[src/rtl/rnm_pkg.sv]
package rnm_pkg;
    parameter int TAG_W = 8;

    typedef struct packed {
        logic             ready;
        logic [TAG_W-1:0] tag;
    } rnm_entry_t;

    localparam int ENT_W = $bits(rnm_entry_t);
endpackage

[src/rtl/rnm_lookup.sv]
module rnm_lookup
    import rnm_pkg::*;
#(
    parameter int NUM_ARCH = 16,
    localparam int IDX_W = $clog2(NUM_ARCH)
) (
    input  rnm_entry_t [NUM_ARCH-1:0] map_i,
    input  logic                      vld_i,
    input  logic [IDX_W-1:0]          idx_i,
    output logic [TAG_W-1:0]          tag_o,
    output logic                      ready_o
);
    rnm_entry_t sel;

    always_comb begin
        sel     = map_i[idx_i];
        tag_o   = sel.tag;
        ready_o = !vld_i || sel.ready;
    end
endmodule

[src/rtl/rnm_counter.sv]
module rnm_counter #(
    parameter int NUM_PHYS = 32,
    localparam int CNT_W = $clog2(NUM_PHYS + 1) + 1
) (
    input  logic                    clk,
    input  logic                    rst_n,
    input  logic                    dec_i,
    input  logic                    free_v_i,
    input  logic [CNT_W-2:0]        free_num_i,
    output logic signed [CNT_W-1:0] count_o,
    output logic                    blocked_o
);
    typedef struct packed {
        logic signed [CNT_W-1:0] cnt;
    } cnt_state_t;

    cnt_state_t state_d, state_q;
    int         sum;

    always_comb begin
        state_d = state_q;
        sum     = int'(state_q.cnt);
        if (dec_i)    sum = sum - 1;
        if (free_v_i) sum = sum + int'(free_num_i);
        if (sum > NUM_PHYS) sum = NUM_PHYS;
        state_d.cnt = CNT_W'(sum);
    end

    always_ff @(posedge clk) begin
        if (!rst_n) state_q.cnt <= CNT_W'(NUM_PHYS);
        else        state_q     <= state_d;
    end

    assign count_o   = state_q.cnt;
    assign blocked_o = (state_q.cnt <= 0);

    assert_cap_R8: assert property (@(posedge clk) disable iff (!rst_n)
        int'(count_o) <= NUM_PHYS);

    assert_dec_R7: assert property (@(posedge clk) disable iff (!rst_n)
        dec_i && !free_v_i |=> int'(count_o) == int'($past(count_o)) - 1);

    assert_unblock_R9: assert property (@(posedge clk) disable iff (!rst_n)
        $fell(blocked_o) |-> $past(free_v_i));

    assert_block_R9: assert property (@(posedge clk) disable iff (!rst_n)
        $rose(blocked_o) |-> $past(dec_i));
endmodule

[src/rtl/rename_map_table.sv]
module rename_map_table
    import rnm_pkg::*;
#(
    parameter int NUM_ARCH = 16,
    parameter int NUM_PHYS = 32,
    localparam int IDX_W = $clog2(NUM_ARCH),
    localparam int CNT_W = $clog2(NUM_PHYS + 1) + 1,
    localparam int NUM_SRC = 2
) (
    input  logic                      clk,
    input  logic                      rst_n,
    input  logic                      src0_v_i,
    input  logic [IDX_W-1:0]          src0_idx_i,
    input  logic                      src1_v_i,
    input  logic [IDX_W-1:0]          src1_idx_i,
    input  logic                      dst_v_i,
    input  logic [IDX_W-1:0]          dst_idx_i,
    input  logic [TAG_W-1:0]          new_tag_i,
    output logic [TAG_W-1:0]          src0_tag_o,
    output logic                      src0_rdy_o,
    output logic [TAG_W-1:0]          src1_tag_o,
    output logic                      src1_rdy_o,
    output logic                      issue_ok_o,
    output logic [TAG_W-1:0]          prev_tag_o,
    output logic                      prev_rdy_o,
    input  logic                      wb_v_i,
    input  logic [TAG_W-1:0]          wb_tag_i,
    input  logic                      restore_v_i,
    input  logic [NUM_ARCH*ENT_W-1:0] restore_map_i,
    input  logic                      free_v_i,
    input  logic [CNT_W-2:0]          free_num_i,
    output logic signed [CNT_W-1:0]   free_regs_o,
    output logic                      rename_blocked_o
);
    typedef struct packed {
        rnm_entry_t [NUM_ARCH-1:0] map;
    } map_state_t;

    map_state_t state_d, state_q;

    logic [NUM_SRC-1:0]            src_v;
    logic [NUM_SRC-1:0][IDX_W-1:0] src_idx;
    logic [NUM_SRC-1:0][TAG_W-1:0] src_tag;
    logic [NUM_SRC-1:0]            src_rdy;
    logic                          prev_rdy_raw;
    logic                          install;

    assign src_v   = {src1_v_i, src0_v_i};
    assign src_idx = {src1_idx_i, src0_idx_i};
    assign install = dst_v_i && !restore_v_i;

    // Source reads see the registered map, so same-cycle installs are invisible.
    for (genvar s = 0; s < NUM_SRC; s++) begin : g_src
        rnm_lookup #(.NUM_ARCH(NUM_ARCH)) i_lookup (
            .map_i   (state_q.map),
            .vld_i   (src_v[s]),
            .idx_i   (src_idx[s]),
            .tag_o   (src_tag[s]),
            .ready_o (src_rdy[s])
        );
    end

    rnm_lookup #(.NUM_ARCH(NUM_ARCH)) i_prev (
        .map_i   (state_q.map),
        .vld_i   (1'b1),
        .idx_i   (dst_idx_i),
        .tag_o   (prev_tag_o),
        .ready_o (prev_rdy_raw)
    );

    assign src0_tag_o = src_tag[0];
    assign src0_rdy_o = src_rdy[0];
    assign src1_tag_o = src_tag[1];
    assign src1_rdy_o = src_rdy[1];
    assign issue_ok_o = &src_rdy;
    assign prev_rdy_o = prev_rdy_raw;

    always_comb begin
        state_d = state_q;
        if (restore_v_i) begin
            state_d.map = restore_map_i;
        end else begin
            if (wb_v_i) begin
                for (int i = 0; i < NUM_ARCH; i++) begin
                    if (state_q.map[i].tag == wb_tag_i) state_d.map[i].ready = 1'b1;
                end
            end
            if (dst_v_i) begin
                state_d.map[dst_idx_i].tag   = new_tag_i;
                state_d.map[dst_idx_i].ready = 1'b0;
            end
        end
    end

    always_ff @(posedge clk) begin
        if (!rst_n) begin
            for (int i = 0; i < NUM_ARCH; i++) begin
                state_q.map[i].tag   <= '0;
                state_q.map[i].ready <= 1'b1;
            end
        end else begin
            state_q <= state_d;
        end
    end

    rnm_counter #(.NUM_PHYS(NUM_PHYS)) i_counter (
        .clk        (clk),
        .rst_n      (rst_n),
        .dec_i      (install),
        .free_v_i   (free_v_i),
        .free_num_i (free_num_i),
        .count_o    (free_regs_o),
        .blocked_o  (rename_blocked_o)
    );

    assert_install_R4: assert property (@(posedge clk) disable iff (!rst_n)
        dst_v_i && !restore_v_i |=>
            state_q.map[$past(dst_idx_i)].tag == $past(new_tag_i) &&
            !state_q.map[$past(dst_idx_i)].ready);

    assert_restore_R10: assert property (@(posedge clk) disable iff (!rst_n)
        restore_v_i |=> state_q.map == $past(restore_map_i));

    assert_no_src_R3: assert property (@(posedge clk) disable iff (!rst_n)
        !src0_v_i && !src1_v_i |-> issue_ok_o);

    for (genvar e = 0; e < NUM_ARCH; e++) begin : g_wb_chk
        assert_wb_sets_R6: assert property (@(posedge clk) disable iff (!rst_n)
            wb_v_i && !restore_v_i && !(dst_v_i && dst_idx_i == IDX_W'(e)) &&
            state_q.map[e].tag == wb_tag_i |=> state_q.map[e].ready);
    end
endmodule

[config.mk]
export PLATFORM = sky130hd
export DESIGN_NAME = rename_map_table
export DESIGN_NICKNAME = d
export VERILOG_FILES = /design/src/rtl/rnm_pkg.sv /design/src/rtl/rnm_lookup.sv /design/src/rtl/rnm_counter.sv /design/src/rtl/rename_map_table.sv
export SDC_FILE = /design/constraint.sdc
export NUM_CORES = 1
export LEC_CHECK = 0
export ABC_AREA = 1
export BUFFER_PORTS_ARGS = -buffer_cell sky130_fd_sc_hd__buf_4
export CAP_MARGIN = 15
export CELL_PAD_IN_SITES_DETAIL_PLACEMENT = 0
export CELL_PAD_IN_SITES_GLOBAL_PLACEMENT = 1
export CORE_AREA = 2 2 189 191
export CTS_BUF_LIST = sky130_fd_sc_hd__clkbuf_8 sky130_fd_sc_hd__clkbuf_16
export CTS_CLUSTER_DIAMETER = 60
export DETAILED_ROUTE_END_ITERATION = 10
export DIE_AREA = 0 0 191 193
export PLACE_DENSITY_LB_ADDON = 0.15
export REMOVE_ABC_BUFFERS = 1
export SYNTH_ARGS = -nofsm -noshare
export SYNTH_HDL_FRONTEND = slang
export SYNTH_SLANG_ARGS = --single-unit
[constraint.sdc]
create_clock -name clk -period 3.4 [get_ports clk]
set_input_delay 0 -clock clk [delete_from_list [all_inputs] [get_ports clk]]
set_output_delay 0 -clock clk [all_outputs]
set_load 0.05 [all_outputs]
==> results of run 1 <==
-- cell usage in the layout (no fill, tap or decap), drive strengths merged, types with 29 or more instances in the layout --
cell / Yosys / final
a31oi: 121 / 121
o221ai: 38 / 38
nand3: 44 / 44
o21ai: 243 / 243
nor2: 79 / 79
dfxtp: 151 / 151
o22ai: 53 / 53
buf: 36 / 247
inv: 173 / 175
nand2: 650 / 650
xnor2: 29 / 29
a21oi: 192 / 192
dlygate4sd3: 0 / 160
-- metal layers --
layer / track usage, % / routed length (µm) / up-vias / part of all wire [%]
li1: - / - / 7533 / -
met1: 43.11 / 26140 / 7294 / 43
met2: 50.33 / 26810 / 812 / 44
met3: 7.131 / 5583 / 134 / 9.1
met4: 14.22 / 2583 / 0 / 4.2
met5: 0 / 0 / - / 0
-- final cells by class --
type                            count  area share (%)
Clock inverter                     10           1.057
Timing Repair Buffer              407           21.45
Multi-Input combinational cell   1561           48.32
Inverter                          178           4.104
Sequential cell                   151           18.51
Clock buffer                       22           3.024
Tap cell                          461           3.530
-- stage by stage --
stage | util, % | total power [µW]
global route | 46.74 | 6540
detailed placement | 40.04 | 3880
CTS | 46.56 | 6208
global placement | 40.04 | 3861
finish | 46.74 | 6275
floorplan | - | 3040
-- flip-flops by register name, indices dropped and copies added, names as in the netlist --
signal             cells
i_counter.count_o      7
state_q              144
-- critical path, delay by kind of cell (launching register included) --
kind | cells | cell delay [ns]
flip-flops | 1 | 0.36
adder cells (fa/ha/maj) | 3 | 0.75
buffers and inverters | 2 | 0.11
AND/OR/NAND/NOR | 21 | 1.85
-- power by group through the flow --
stage	Sequential, µW	Clock, µW	Combinational (µW)
floorplan	2050	0	993
global placement	2060	0	1800
detailed placement	2060	0	1820
CTS	2020	2210	1980
global route	2040	2290	2210
finish	2030	2200	2050
-- kinds of logic (layout without fill, tap and decap cells) --
group | count (synthesis) | in the layout
and+or+nand+nor | 814 | 814
AOI/OAI and AO/OA | 687 | 687
buffers and inverters | 313 | 617
DFF | 151 | 151
xor gates and xnor gates | 41 | 41
adders and majority gates | 19 | 19
-- timing repair --
action | 4_1_cts | 5_1_grt
hold buffers | 160 | 0
setup endpoints to repair | 6 | 7
endpoints found under the hold margin | 151 | 0
pin swaps | 0 | 4
setup buffers | 0 | 1
gates resized for setup | 1 | 17
-- path summary, 6_finish.rpt --
check                          to  slack (ns)
min          i_counter.count_o[1]        0.09
max reg2reg  i_counter.count_o[2]        0.26
min reg2reg          state_q[102]        0.48
max          i_counter.count_o[2]        0.26
==> metrics.cfg, run 1 <==
[synth]
synth_compound_area_share_pct=32.85
synth_top_cells_by_count=nand2_1, o21ai_0, a21oi_1
synth.most_common_cell=nand2_1
synth.avg_cell_area_um2=5.958
synth.area.mux_share_pct=0
netlist_instances=2025
synth-simple-area-share_pct=27.05
synthXorXnorAreaFrac_pct=2.976
ys_ff_latch=151
synth_top_family_by_area=compound AO/OA/AOI/OAI gates
synth_top_cell_area_share_pct=25.05
yosysSeqAreaShare_pct=25.05
synth.area.top_cells=dfxtp_1, nand2_1, o21ai_0, a21oi_1, a31oi_1
synth_ff_type=dfxtp_1
synth_edf_count=0
netlist_area_mm2=0.01207
synth_warnings=0
yosysTopAreaCell=dfxtp_1
ys_types=36
synthArstFlopShare_pct=0
synthAdderAreaFrac_pct=2.033

[grt]
grt-ovfl-total=0
antenna_found_initial=0
grt_pass1_vias=14350
grt_pass1_wl_um=88790
grt_max_degree=100
track_usage_pct=32.40

[clock_network]
clkTransAtPathRegs_ns=0.06
cts_num_sinks=151
htreeDepth=4
root_buffer=clkbuf_16
clock_latency_ns=0.46
cts_tree=yes
numCtsBuffers=17
cts.path.max_buffers=2

[power]
power_frac_comb_pct=32.7
switching_share_pct=35.72
p_switching_uw=2241
p_per_area_mw_per_mm2=384.0
p_leak_uw=0.006576
power_frac_seq_pct=32.3
clockPowerShare_pct=35.0
p_int_uw=4034
peakVddDrop_uv=348.0

[placed_design]
dp.cells=2597
io_buffers=221
place_ws_ns=-0.02007
hpwl_um=42900
gp_congestion=1.036
placed_cell_area_mm2=0.01400

[outcome]
status=finished clean

[sta]
holdWs_ns=0.09051
setup_viol=0
fin_skew_ns=0.007220
fmax_mhz=318.1
slew_viol_final=0
rsz0062_at_grt=false
post-route-period-util_pct=92.46
relSlewSlack_pct=41.88
hold_violations=0
worst_slew_pin_slew_ns=0.8665
final.setup.tns_ns=0
period_minus_slack_ns=3.144
setup_slack_ns=0.2562

[finish]
area_growth_pct=35.45
drive_above_1_share_pct=14.08
seqCellArea_mm2=0.003025
fillCellCount=3686
multi_input_area_mm2=0.007896
final_area_mm2=0.01634
n_antenna_cell=0
final_cells=2790
nets=2521

[floorplan]
pin_count=222
die_area_mm2=0.03686
fp-row-count=69
die_y_um=193
dieWidth_um=191
coreArea_mm2=0.03496
start_util_pct=34.51

[route]
vias=15770
routed_wl_um=61120
first_iter_violations=1651
drc=0
ant_nets=0
routedWlPerCell_um=21.91
via_per_inst=5.653
drt_first_pass_iters=5

[worst_setup_path]
r2r-start=i_counter.count_o[0]
critPathCaptureType=register
cp_max_fo=6
arrival_ns=3.55
cpPeakStageDelay_ns=0.36
crit_path_start=i_counter.count_o[0]
start_kind=register
crit_slowest_cell=dfxtp_2
required_ns=3.80
ff2ff_path_depth=26
cp_common_cell=nand2_1
worstSetupPathType=register to register

[hold_path]
hold_class=primary input to register
min_from=free_num_i[1]
hold_depth=6

[job]
cap_viol_max_count=0

No activity file was read; power rests on OpenSTA's default activity.
==> run 2: changes to the inputs <==
Settings changed: CORE_AREA 2 2 189 191 to 2 2 203 205, DIE_AREA 0 0 191 193 to 0 0 205 207, SYNTH_HIERARCHICAL set to 1.
==> metrics.cfg, run 2 <==
[outcome]
status=finished clean

[sta]
final.setup.tns_ns=0  ; unchanged
setup_viol=0  ; unchanged
post-route-period-util_pct=90.15  ; -2.3 points
relSlewSlack_pct=27.23  ; -15 points
period_minus_slack_ns=3.065  ; -0.07879 ns
rsz0062_at_grt=false
slew_viol_final=0  ; unchanged
worst_slew_pin_slew_ns=1.090  ; +0.2239 ns
fin_skew_ns=0.007976  ; +0.0007555 ns
hold_violations=0  ; unchanged
fmax_mhz=326.3  ; +2.6%

[worst_setup_path]
crit_slowest_cell=dfxtp_1
critPathCaptureType=register
cp_top_family=simple AND/OR/NAND/NOR gates
required_ns=3.80  ; about the same
cp_common_cell=nand2_1
cpPeakStageDelay_ns=0.38  ; +0.02 ns
cp.buffers_inverters=2  ; unchanged
arrival_ns=3.47  ; -0.08 ns
worstSetupPathType=register to register
cp_max_fo=6  ; unchanged
path_cells=inv_2 > ha_1 > nand2_1 > o21ai_0 > inv_1 > ha_1 > nand2_1 > nor2_1 > nand2_1 > nand3_1 > nand2_1 > nand2_2 > nand2_1 > ha_1 > nand4_1 > nor2_1 > nand2_1 > nand2_1 > nand2_1 > a21oi_2 > nand3_2 > nand2_2 > nand2_4 > nor2_1
start_kind=register

[finish]
utilization_pct=44.33  ; -2.4 points
fillCellCount=4469  ; +21%
n_antenna_cell=0  ; unchanged
drive_above_1_share_pct=12.46  ; -1.6 points
final_cells=3324  ; +19%
nets=2985  ; +18%
layout_commonest_cell=nand2_1
largest_register_ffs=144  ; unchanged
top_register=state_q
layout.cells.most_common_list=nand2_1, nor2_1, inv_1
area_growth_pct=28.15

[synth]
synth.avg_cell_area_um2=5.595  ; -6.1%
synth.most_common_cell=nand2_1
synth_edf_count=0  ; unchanged
synth_warnings=6  ; +6
synth_top_cells_by_count=nand2_1, nor2_1, inv_1
synth.area.top_cells=nand2_1, dfxtp_1, nand3_1, nor2_1, inv_1
synth_ff_type=dfxtp_1
ys_types=37  ; +2.8%
netlist_instances=2496  ; +23%
ys_ff_latch=151  ; unchanged
synthArstFlopShare_pct=0  ; unchanged
netlist_area_mm2=0.01396  ; +16%
yosysSeqAreaShare_pct=21.65  ; -3.4 points
synth_top_cell_area_share_pct=24.38  ; -0.67 points
yosysTopAreaCell=nand2_1

[power]
fin_total_pwr_uw=7171  ; +14%
p_per_area_mw_per_mm2=400.7  ; +4.4%
peakVddDrop_uv=292.0  ; -16%
p_leak_uw=0.008062  ; +23%

[route]
drt_first_pass_iters=8  ; +3
ant_nets=0  ; unchanged
routedWlPerCell_um=20.75  ; -5.3%
via_per_inst=5.326  ; -5.8%
first_iter_violations=1794  ; +8.7%
drc=0  ; unchanged
routed_wl_um=68980  ; +13%
vias=17700  ; +12%

[clock_network]
htreeDepth=4  ; unchanged
cts_num_sinks=151  ; unchanged
clkTransAtPathRegs_ns=0.07  ; about the same
post_cts.repair.setup_buffers=0  ; unchanged
cts.path.max_buffers=2  ; unchanged
numCtsBuffers=17  ; unchanged
cts_tree=yes
root_buffer=clkbuf_16
clock_latency_ns=0.47  ; about the same

[placed_design]
dp.cells=3122  ; +20%
hpwl_um=47150  ; +9.9%
io_buffers=221  ; unchanged
gp_congestion=0.9441  ; -8.9%

[floorplan]
die_y_um=207  ; +7.3%
start_util_pct=34.59  ; +0.086 points
die_area_mm2=0.04244  ; +15%
dieWidth_um=205  ; +7.3%
coreArea_mm2=0.04037  ; +15%
fp-row-count=74  ; +7.2%
pin_count=222  ; unchanged

[grt]
track_usage_pct=32.21  ; -0.20 points
grt-ovfl-total=0  ; unchanged
grt_pass1_vias=16220  ; +13%
antenna_found_initial=0  ; unchanged
grt_pass1_wl_um=102800  ; +16%
grt_max_degree=82  ; -18%

[job]
cap_viol_max_count=0  ; unchanged

[hold_path]
hold_class=primary input to register

==> run 2: cell types whose count changed in the layout (fill, tap and decap cells not counted), sizes merged, moves of 22 or more <==
cell and change:
o2111ai -22, o21ai -130, o221ai -38, inv +96
o211ai +78, a21oi -136, o22ai -53, nor2 +219
nand2 +260, nand3 +198
==> run 2: final timing paths <==
check	start	end	slack (ns)	cells past startpoint
min	new_tag_i[7]	state_q[79]	0.06	5
min reg2reg	state_q[86]	state_q[86]	0.54	2
max reg2reg	i_counter/count_o[0]	i_counter/count_o[4]	0.34	24
max	i_counter/count_o[0]	i_counter/count_o[4]	0.34	24
==> run 2: per-layer routing <==
metal / GRT usage [%] / wire length, µm
met3: 3.682 / 4814
met1: 43.98 / 30060
met4: 13.15 / 2735
met5: 0 / 0
met2: 51.34 / 31380
==> run 2: what timing repair did <==
action                                  CTS  global route
resized for setup                         0             7
endpoints found under the hold margin   151             0
hold buffers                            170             0
endpoints found under the setup margin    0             7
==> run 2: worst min-delay path: cells and delay by family <==
kind | cells | cell delay (ns)
AND/OR/NAND/NOR | 1 | 0.09
buffers and inverters | 2 | 0.20
AO/OA/AOI/OAI | 2 | 0.21
==> run 2: cell families (layout without fill, tap and decap cells) <==
kind of cell | count (synthesis) | in the layout | synth area share, %
xor gates and xnor gates | 26 | 26 | 1.631
buffers and inverters | 421 | 717 | 14.09
AOI/OAI and AO/OA | 377 | 377 | 16.57
and+or+nand+nor | 1500 | 1500 | 44.19
adders and majority gates | 20 | 20 | 1.846
other | 1 | 1 | 0.02685
DFF | 151 | 151 | 21.65
==> run 2: through the flow <==
stage	cell area (µm²)	hold WS (ns)	setup slack, ns
floorplan	13040	0.08616	0.1827
global placement	15520	0.2180	0.1978
detailed placement	15520	0.2168	0.1391
CTS	17860	0.04648	0.1039
global route	17900	0.09795	0.02293
finish	17900	0.06027	0.3350
==> run 2: area by class of cell <==
class | count | area [µm²] | area share (%)
well taps | 532 | 665.6 | 3.719
multi-input cells | 1924 | 9007 | 50.33
repair buffers | 410 | 3520 | 19.67
clock buffers | 18 | 439.2 | 2.454
clock inverters | 14 | 198.9 | 1.112
inverters | 275 | 1042 | 5.824
flip-flops and latches | 151 | 3023 | 16.89
==> run 2: power breakdown <==
part	switching (µW)	total (µW)	internal [µW]
Clock	878	2130	1250
Combinational	1830	2900	1070
Sequential	238	2140	1910
